===== src/rtl/wkup_tmr_pkg.sv =====
package wkup_tmr_pkg;
    localparam int ADDR_W = 3;

    localparam logic [ADDR_W-1:0] ADDR_CTRL   = 3'd0;
    localparam logic [ADDR_W-1:0] ADDR_RLD_HI = 3'd1;
    localparam logic [ADDR_W-1:0] ADDR_RLD_LO = 3'd2;
    localparam logic [ADDR_W-1:0] ADDR_CNT_HI = 3'd3;
    localparam logic [ADDR_W-1:0] ADDR_CNT_LO = 3'd4;

    localparam int CB_EN     = 0;
    localparam int CB_IE     = 1;
    localparam int CB_SEL_LO = 5;
    localparam int CB_FLAG   = 7;
endpackage


===== src/rtl/wkup_tmr_clksel.sv =====
module wkup_tmr_clksel #(
    parameter  int SEL_W = 2,
    localparam int NSRC  = 1 << SEL_W
) (
    input  logic             int_osc_i,
    input  logic [NSRC-1:0]  src_en_i,
    input  logic             cclk_en_i,
    input  logic [SEL_W-1:0] sel_i,
    output logic             tick_o
);
    logic [NSRC-1:0] hit;

    for (genvar g = 0; g < NSRC; g++) begin : g_src
        assign hit[g] = src_en_i[g] && (sel_i == SEL_W'(g));
    end

    always_comb begin
        if (int_osc_i) tick_o = |hit;
        else           tick_o = cclk_en_i;
    end
endmodule


===== src/rtl/wkup_tmr_regs.sv =====
module wkup_tmr_regs
    import wkup_tmr_pkg::*;
#(
    parameter  int DATA_W = 8,
    parameter  int SEL_W  = 2,
    localparam int CNT_W  = 2 * DATA_W
) (
    input  logic              clk,
    input  logic              rst_n,
    input  logic              wr_i,
    input  logic [ADDR_W-1:0] addr_i,
    input  logic [DATA_W-1:0] wdata_i,
    input  logic              uf_i,
    output logic              en_o,
    output logic              ie_o,
    output logic [SEL_W-1:0]  sel_o,
    output logic              flag_o,
    output logic [CNT_W-1:0]  rld_o,
    output logic              load_o
);
    typedef struct packed {
        logic             en;
        logic             ie;
        logic [SEL_W-1:0] sel;
        logic             flag;
        logic [CNT_W-1:0] rld;
    } regs_t;

    regs_t st_d, st_q;
    logic  ctrl_wr;

    always_comb begin
        st_d    = st_q;
        ctrl_wr = wr_i && (addr_i == ADDR_CTRL);
        load_o  = ctrl_wr && wdata_i[CB_EN] && !st_q.en;

        if (ctrl_wr) begin
            st_d.en = wdata_i[CB_EN];
            st_d.ie = wdata_i[CB_IE];
            if (!st_q.en) st_d.sel = wdata_i[CB_SEL_LO +: SEL_W];
            if (!wdata_i[CB_FLAG]) st_d.flag = 1'b0;
        end
        if (uf_i) st_d.flag = 1'b1;

        if (wr_i && (addr_i == ADDR_RLD_HI)) st_d.rld[CNT_W-1:DATA_W] = wdata_i;
        if (wr_i && (addr_i == ADDR_RLD_LO)) st_d.rld[DATA_W-1:0]     = wdata_i;
    end

    always_ff @(posedge clk) begin
        if (!rst_n) begin
            st_q.en   <= 1'b0;
            st_q.ie   <= 1'b0;
            st_q.sel  <= '0;
            st_q.flag <= 1'b0;
            st_q.rld  <= '1;
        end else begin
            st_q <= st_d;
        end
    end

    assign en_o   = st_q.en;
    assign ie_o   = st_q.ie;
    assign sel_o  = st_q.sel;
    assign flag_o = st_q.flag;
    assign rld_o  = st_q.rld;
endmodule


===== src/rtl/wkup_tmr_count.sv =====
module wkup_tmr_count #(
    parameter int PRE_W = 7,
    parameter int CNT_W = 16
) (
    input  logic             clk,
    input  logic             rst_n,
    input  logic             en_i,
    input  logic             tick_i,
    input  logic             load_i,
    input  logic [CNT_W-1:0] rld_i,
    output logic [CNT_W-1:0] upper_o,
    output logic [PRE_W-1:0] pre_o,
    output logic             uf_o
);
    typedef struct packed {
        logic [CNT_W-1:0] upper;
        logic [PRE_W-1:0] pre;
    } cnt_t;

    cnt_t st_d, st_q;

    always_comb begin
        st_d = st_q;
        uf_o = 1'b0;
        if (load_i) begin
            st_d.upper = rld_i;
            st_d.pre   = '1;
        end else if (en_i && tick_i) begin
            if (st_q.pre == '0) begin
                st_d.pre = '1;
                if (st_q.upper == '0) begin
                    st_d.upper = rld_i;
                    uf_o       = 1'b1;
                end else begin
                    st_d.upper = st_q.upper - 1'b1;
                end
            end else begin
                st_d.pre = st_q.pre - 1'b1;
            end
        end
    end

    always_ff @(posedge clk) begin
        if (!rst_n) begin
            st_q.upper <= '1;
            st_q.pre   <= '1;
        end else begin
            st_q <= st_d;
        end
    end

    assign upper_o = st_q.upper;
    assign pre_o   = st_q.pre;
endmodule


===== src/rtl/wkup_tmr.sv =====
module wkup_tmr
    import wkup_tmr_pkg::*;
#(
    parameter  int DATA_W = 8,
    parameter  int PRE_W  = 7,
    parameter  int SEL_W  = 2,
    localparam int NSRC   = 1 << SEL_W,
    localparam int CNT_W  = 2 * DATA_W
) (
    input  logic              clk,
    input  logic              por_n,
    input  logic              wdt_rst_n,
    input  logic              int_osc_i,
    input  logic [NSRC-1:0]   src_en_i,
    input  logic              cclk_en_i,
    input  logic              periph_ie_i,
    input  logic              global_ie_i,
    input  logic              wr_i,
    input  logic [ADDR_W-1:0] addr_i,
    input  logic [DATA_W-1:0] wdata_i,
    output logic [DATA_W-1:0] rdata_o,
    output logic              irq_o,
    output logic              wake_o
);
    logic             rst_n;
    logic             tick;
    logic             en, ie, flag, uf, load;
    logic [SEL_W-1:0] sel;
    logic [CNT_W-1:0] rld, upper;
    logic [PRE_W-1:0] pre;

    assign rst_n = por_n & wdt_rst_n;

    wkup_tmr_clksel #(.SEL_W(SEL_W)) u_clksel (
        .int_osc_i (int_osc_i),
        .src_en_i  (src_en_i),
        .cclk_en_i (cclk_en_i),
        .sel_i     (sel),
        .tick_o    (tick)
    );

    wkup_tmr_regs #(.DATA_W(DATA_W), .SEL_W(SEL_W)) u_regs (
        .clk     (clk),
        .rst_n   (rst_n),
        .wr_i    (wr_i),
        .addr_i  (addr_i),
        .wdata_i (wdata_i),
        .uf_i    (uf),
        .en_o    (en),
        .ie_o    (ie),
        .sel_o   (sel),
        .flag_o  (flag),
        .rld_o   (rld),
        .load_o  (load)
    );

    wkup_tmr_count #(.PRE_W(PRE_W), .CNT_W(CNT_W)) u_count (
        .clk     (clk),
        .rst_n   (rst_n),
        .en_i    (en),
        .tick_i  (tick),
        .load_i  (load),
        .rld_i   (rld),
        .upper_o (upper),
        .pre_o   (pre),
        .uf_o    (uf)
    );

    always_comb begin
        rdata_o = '0;
        case (addr_i)
            ADDR_CTRL: begin
                rdata_o[CB_EN]                = en;
                rdata_o[CB_IE]                = ie;
                rdata_o[CB_SEL_LO +: SEL_W]   = sel;
                rdata_o[CB_FLAG]              = flag;
            end
            ADDR_RLD_HI: rdata_o = rld[CNT_W-1:DATA_W];
            ADDR_RLD_LO: rdata_o = rld[DATA_W-1:0];
            ADDR_CNT_HI: rdata_o = upper[CNT_W-1:DATA_W];
            ADDR_CNT_LO: rdata_o = upper[DATA_W-1:0];
            default:     rdata_o = '0;
        endcase
    end

    assign wake_o = flag & ie;
    assign irq_o  = flag & ie & periph_ie_i & global_ie_i;
endmodule


===== config.mk =====
export PLATFORM = sky130hd
export DESIGN_NAME = wkup_tmr
export DESIGN_NICKNAME = d
export VERILOG_FILES = /design/src/rtl/wkup_tmr_pkg.sv /design/src/rtl/wkup_tmr_clksel.sv /design/src/rtl/wkup_tmr_regs.sv /design/src/rtl/wkup_tmr_count.sv /design/src/rtl/wkup_tmr.sv
export SDC_FILE = /design/constraint.sdc
export NUM_CORES = 1
export LEC_CHECK = 0
export BUFFER_PORTS_ARGS = -buffer_cell sky130_fd_sc_hd__buf_2
export CAP_MARGIN = 15
export CORE_MARGIN = 5
export CORE_UTILIZATION = 62
export CTS_CLUSTER_SIZE = 30
export DETAILED_ROUTE_END_ITERATION = 7
export GPL_TIMING_DRIVEN = 0
export HOLD_SLACK_MARGIN = 0.1
export PLACE_DENSITY_LB_ADDON = 0.15
export SYNTH_ARGS = -nofsm -noshare
export SYNTH_HDL_FRONTEND = slang
export SYNTH_SLANG_ARGS = --single-unit

===== constraint.sdc =====
create_clock -name clk -period 6.4 [get_ports clk]
set_clock_uncertainty 0.15 [all_clocks]
set_input_delay 1.28 -clock clk [delete_from_list [all_inputs] [get_ports clk]]
set_output_delay 1.28 -clock clk [all_outputs]
set_load 0.02 [all_outputs]

# [After elaboration in Yosys (flattened, before gate mapping)]
# Cells that the tools add are included.
[totals] regBits=44 in_bits=23 wordCells=63
[classes] n_addsub=2 n_eq_ne=8 n_mux=16 n_bitwise=6 reduce_logical=23
[ops] op="two-way mux 23 bit" n=2
[ops] op="two-way mux 16 bit" n=2
[ops] op="zero test 16 bit" n=1
[ops] op="subtractor 16 x 1 -> 16 bit, second input constant" n=1
[ops] op="one-hot mux 3 bit (5 select lines)" n=1
[ops] op="one-hot mux 3 bit (4 select lines)" n=1
[ops] op="logical AND 1 bit" n=10
[ops] op="one-hot mux 2 bit (5 select lines)" n=1
[ops] op="two-way mux 1 bit" n=8
[ops] op="zero test 7 bit" n=1
[ops] op="two-way mux 7 bit" n=1
[ops] op="subtractor 7 x 1 -> 7 bit, second input constant" n=1
[ops] op="equality test 3 x 2 -> 1 bit, second input constant" n=2
[ops] op="AND reduction 2 bit" n=3
[ops] op="nonzero test 2 bit" n=3
[ops] op="AND 1 bit" n=4
[ops] op="equality test 2 bit, second input constant" n=2
[ops] op="OR reduction 4 bit" n=1
[ops] op="equality test 3 x 1 -> 1 bit, second input constant" n=1
[ops] op="equality test 3 bit, second input constant" n=1
[ops] op="zero test 3 bit" n=1
[ops] op="equality test 2 x 1 -> 1 bit, second input constant" n=1
[ops] op="zero test 2 bit" n=1
[ops] op="inequality test 2 x 1 -> 1 bit, second input constant" n=1
[ops] op="3 further kinds" n=4

# [Logic depth before layout (Yosys ltp)]
[logic_depth] word_depth=9 depth_mapped=9 mapped_depth_nobuf=7

# [By module]
# Synthesis repeated with hierarchy kept, for this count alone.
[hier_totals] cells_unflattened=306 area_unflattened_um2=2655.0
[modules_own_cells] mod="wkup_tmr_count" n_inst=1 cells_each=182 area_each_um2=1467.7
[modules_own_cells] mod="wkup_tmr_regs" n_inst=1 cells_each=75 area_each_um2=804.5
[modules_own_cells] mod="wkup_tmr" n_inst=1 cells_each=43 area_each_um2=331.6
[modules_own_cells] mod="wkup_tmr_clksel" n_inst=1 cells_each=6 area_each_um2=51.3

# [Worst setup path before layout]
# No wires, ideal clock.
[synth_timing] path_kind="input -> output" from="in addr_i[1]" to="out rdata_o[5]" arrival_ns=2.503 required_ns=4.970 setup_slack_ns=2.467 cell_stages=6 path_buffers=2 path_cell_list="buf_2 -> buf_1 -> mux2i_1 -> nor2_1 -> a21oi_1 -> o22ai_1"
[synth_between] elab_chain_len=2 elab_cells_between_ends=6
[synth_rtl] item="start: declaration" line="wkup_tmr.sv:19" source="input logic [ADDR_W-1:0] addr_i,"
[synth_rtl] item="equality test 3 bit (tied with other cells)" line="wkup_tmr.sv:71" source="case (addr_i)"
[synth_rtl] item="one-hot mux 3 bit (5 select lines) (*)" line="wkup_tmr.sv:71"
[synth_rtl] item="end: declaration" line="wkup_tmr.sv:21" source="output logic [DATA_W-1:0] rdata_o,"
# Mark *: on every way between the ends. The rest lies on a longest branch, timed or not.

# [Final worst setup path]
[layout_timing] from="in addr_i[1]" to="out rdata_o[1]"
[layout_between] elab_chain_len=2 elab_cells_between_ends=6
[layout_rtl] item="equality test 3 bit (tied with other cells)" line="wkup_tmr.sv:71"
[layout_rtl] item="one-hot mux 2 bit (5 select lines) (*)" line="wkup_tmr.sv:71"
# Marked as above.

==> impl_metrics.env <==
export IMPL_worstReg2RegStart="u_count.upper_o[0]$_SDFFE_PN1P_"
export IMPL_p_leak_nw=1.07
export IMPL_grt_usage_pct=27.7
export IMPL_fin_cells=408
export IMPL_cp_slowest_cell="buf_1"
export IMPL_fmax_ghz=0.241
export IMPL_worstRegToRegCells=8
export IMPL_drtIter0Drc=317
export IMPL_synth_nets=349
export IMPL_holdPathStages=2
export IMPL_cts_setup_buffers=0
export IMPL_power_internal_w=0.000366
export IMPL_rows=23
export IMPL_io_pins=33
export IMPL_cts_repair_resized=0
export IMPL_cts_buffers=5
export IMPL_r2r_slack_ns=3.90
export IMPL_tightest_slew_ns=0.624
export IMPL_cts_hold_buf=0
export IMPL_synth_seq_area_share_pct=34.0
export IMPL_routed_wl_mm=7.13
export IMPL_peakVddDrop_uv=135
export IMPL_grt_pass1_vias=2356
export IMPL_switching_share_pct=25.5
export IMPL_multi_input_area_sq_um=1600
export IMPL_setup_viol=0
export IMPL_combPwrFrac_pct=11.0
export IMPL_fillCellCount=343
export IMPL_clockBufferDepth=2
export IMPL_drv_slew=0
export IMPL_yosys_area_top_type="dfxtp_1"
export IMPL_criticalPathCategory="in -> out"
export IMPL_vias=2645
export IMPL_post_route_util_pct=71.3
export IMPL_rsz0062_at_grt="false"
export IMPL_die_area_sq_um=5570
export IMPL_grt_max_degree=12
export IMPL_worstHoldStart="u_count.pre_o[0]$_SDFFE_PP1P_"
export IMPL_ys_ff_latch=44
export IMPL_arrival_ns=2.71
export IMPL_p_switching_w=0.000125
export IMPL_placed_cells=403
export IMPL_grt_ovfl_total=0
export IMPL_hold_class="reg -> reg"
export IMPL_postPlaceCellArea_sq_um=2810
export IMPL_clk_root_buffer_cell="clkbuf_8"
export IMPL_synth_common_cells="46 x nand2_1, 44 x dfxtp_1, 25 x nor2_1"
export IMPL_drv_cap=0
export IMPL_final_area_sq_um=2870
export IMPL_antenna_cells=0
export IMPL_synth_async_reset_ratio_pct=0
export IMPL_holdPathEnd="u_count.pre_o[0]$_SDFFE_PP1P_"
export IMPL_hold_viol_final=0
export IMPL_dp_hpwl_mm=5.29
export IMPL_power_w=0.000492
export IMPL_core_sq_um=4030
export IMPL_htreeDepth=2
export IMPL_sequentialPowerShare_pct=56.3
export IMPL_die_y_um=74.6
export IMPL_setup_tns_ns=0
export IMPL_clk_pin_slew_worst_paths_ns=0.07
export IMPL_synthFlopType="dfxtp_1"
export IMPL_drc=0
export IMPL_status="complete, no violations"
export IMPL_pwr_share_clk_pct=32.8
export IMPL_ys_top_cells_by_area="dfxtp_1 34%, mux2i_1 7.0%, nand2_1 6.7%"
export IMPL_crit_top_cell="buf_2"
export IMPL_cts_tree="yes"
export IMPL_slew_headroom_pct=58.4
export IMPL_path_cells="buf_2 -> buf_1 -> mux2i_1 -> nor2_1 -> a21oi_1 -> o22ai_1 -> buf_2"
export IMPL_wl_per_cell_um=17.5
export IMPL_initial_core_util_pct=64.2
export IMPL_first_pass_iters=5
export IMPL_grt_pass1_wl_mm=11.6
export IMPL_syn_inst=322
export IMPL_synth_area_sq_um=2590
export IMPL_regArea_sq_um=881
export IMPL_min_period_ns=4.14
export IMPL_nets=387
export IMPL_max_stage_delay_ns=0.51
export IMPL_crit_path_start_kind="primary input"
export IMPL_ant_nets=0
export IMPL_avgViaCountPerCell=6.48
export IMPL_yosysMostFrequentCell="nand2_1"
export IMPL_worstPathRequired_ns=4.97
export IMPL_dieWidth_um=74.6
export IMPL_synth_edf_count=0
export IMPL_worst_path_max_fanout=10
export IMPL_finalCritPeriodShare_pct=64.7
export IMPL_synth_area_per_cell_sq_um=8.04
export IMPL_drive_above_1_share_pct=16.8
export IMPL_clock_sinks=44
export IMPL_portBuffers=31
export IMPL_antenna_found_initial=0
export IMPL_area_growth_pct=11.1
export IMPL_synth_distinct_cells=62
export IMPL_gp_congestion=0.938
export IMPL_reg2reg_to="u_count.upper_o[4]$_SDFFE_PN1P_"
export IMPL_netlist_area_leader_share_pct=34.0
export IMPL_powerDensity_nw_per_um2=171
export IMPL_clk_latency_ns=0.30
export IMPL_yosys_warnings=0
export IMPL_worst_setup_path_end_kind="primary output"
==> worst max-delay path: cells and delay by family <==
family	cells	cell delay, ns
compound gates	2	0.22
buf+inv	3	0.87
mux	1	0.27
simple gates	1	0.06
==> layer usage <==
| metal | share of wire (%) | GRT usage, % |
|---|---|---|
| met1 | 43 | 36.7 |
| met2 | 46 | 44.3 |
| met3 | 8.5 | 5.00 |
| met4 | 2.9 | 11.7 |
| met5 | 0 | 0 |
==> placed cells by master (no fill, tap or decap), types with 6 or more instances in the layout <==
cell / instances
nand2_1: 46
dfxtp_1: 44
buf_2: 35
nor2_1: 25
o21ai_0: 23
mux2i_1: 18
nand3_1: 16
a21oi_1: 15
a22oi_1: 12
o21ai_1: 11
clkbuf_1: 10
nand4_1: 10
and2_1: 6
==> cell type report <==
class	count	area share, %
multi-input cells	255	55.5
flip-flops and latches	44	30.6
repair buffers	31	5.40
plain buffers	18	3.22
clock buffers	5	2.39
well taps	50	2.18
inverters	5	0.653
==> state kept, by name, indices dropped and copies added (netlist names) <==
register and flops:
u_count.pre_o 7, u_regs.ie_o 1, u_regs.flag_o 1, u_count.upper_o 16, u_regs.rld_o 16, u_regs.en_o 1, u_regs.sel_o 2
==> power groups by stage <==
stage          Sequential, W  Combinational [W]  Clock (W)
2_1_floorplan       0.000282          0.0000336          0
3_3_place_gp        0.000283          0.0000524          0
3_5_place_dp        0.000283          0.0000534          0
4_1_cts             0.000277          0.0000536   0.000161
5_1_grt             0.000277          0.0000593   0.000176
6_report            0.000277          0.0000539   0.000161
==> worst max-delay path by stage <==
stage | cells after the start | startpoint | end | slack [ns]
finish | 7 | addr_i[1] | rdata_o[1] | 2.26
global route | 7 | addr_i[1] | rdata_o[1] | 2.12
CTS | 7 | addr_i[1] | rdata_o[1] | 2.28
detailed placement | 7 | addr_i[1] | rdata_o[1] | 2.28
global placement | 7 | addr_i[1] | rdata_o[1] | 2.30
floorplan | 6 | addr_i[1] | rdata_o[5] | 2.47
==> logic make-up (layout without fill, tap and decap cells) <==
family	after synthesis	after routing	share of synthesized area (%)
simple gates	140	140	28.4
compound gates	86	86	21.1
buf+inv	23	59	4.30
flops	44	44	34.0
fa+ha+maj	4	4	1.93
xor+xnor	2	2	0.677
mux	23	23	9.57
==> stage by stage <==
step,setup WS (ns),hold slack (ns)
after floorplan,2.47,0.290
after global placement,2.30,0.304
after detailed placement,2.28,0.316
after CTS,2.28,0.333
after global routing,2.12,0.357
final,2.26,0.328
No activity file was read; power rests on OpenSTA's default activity.
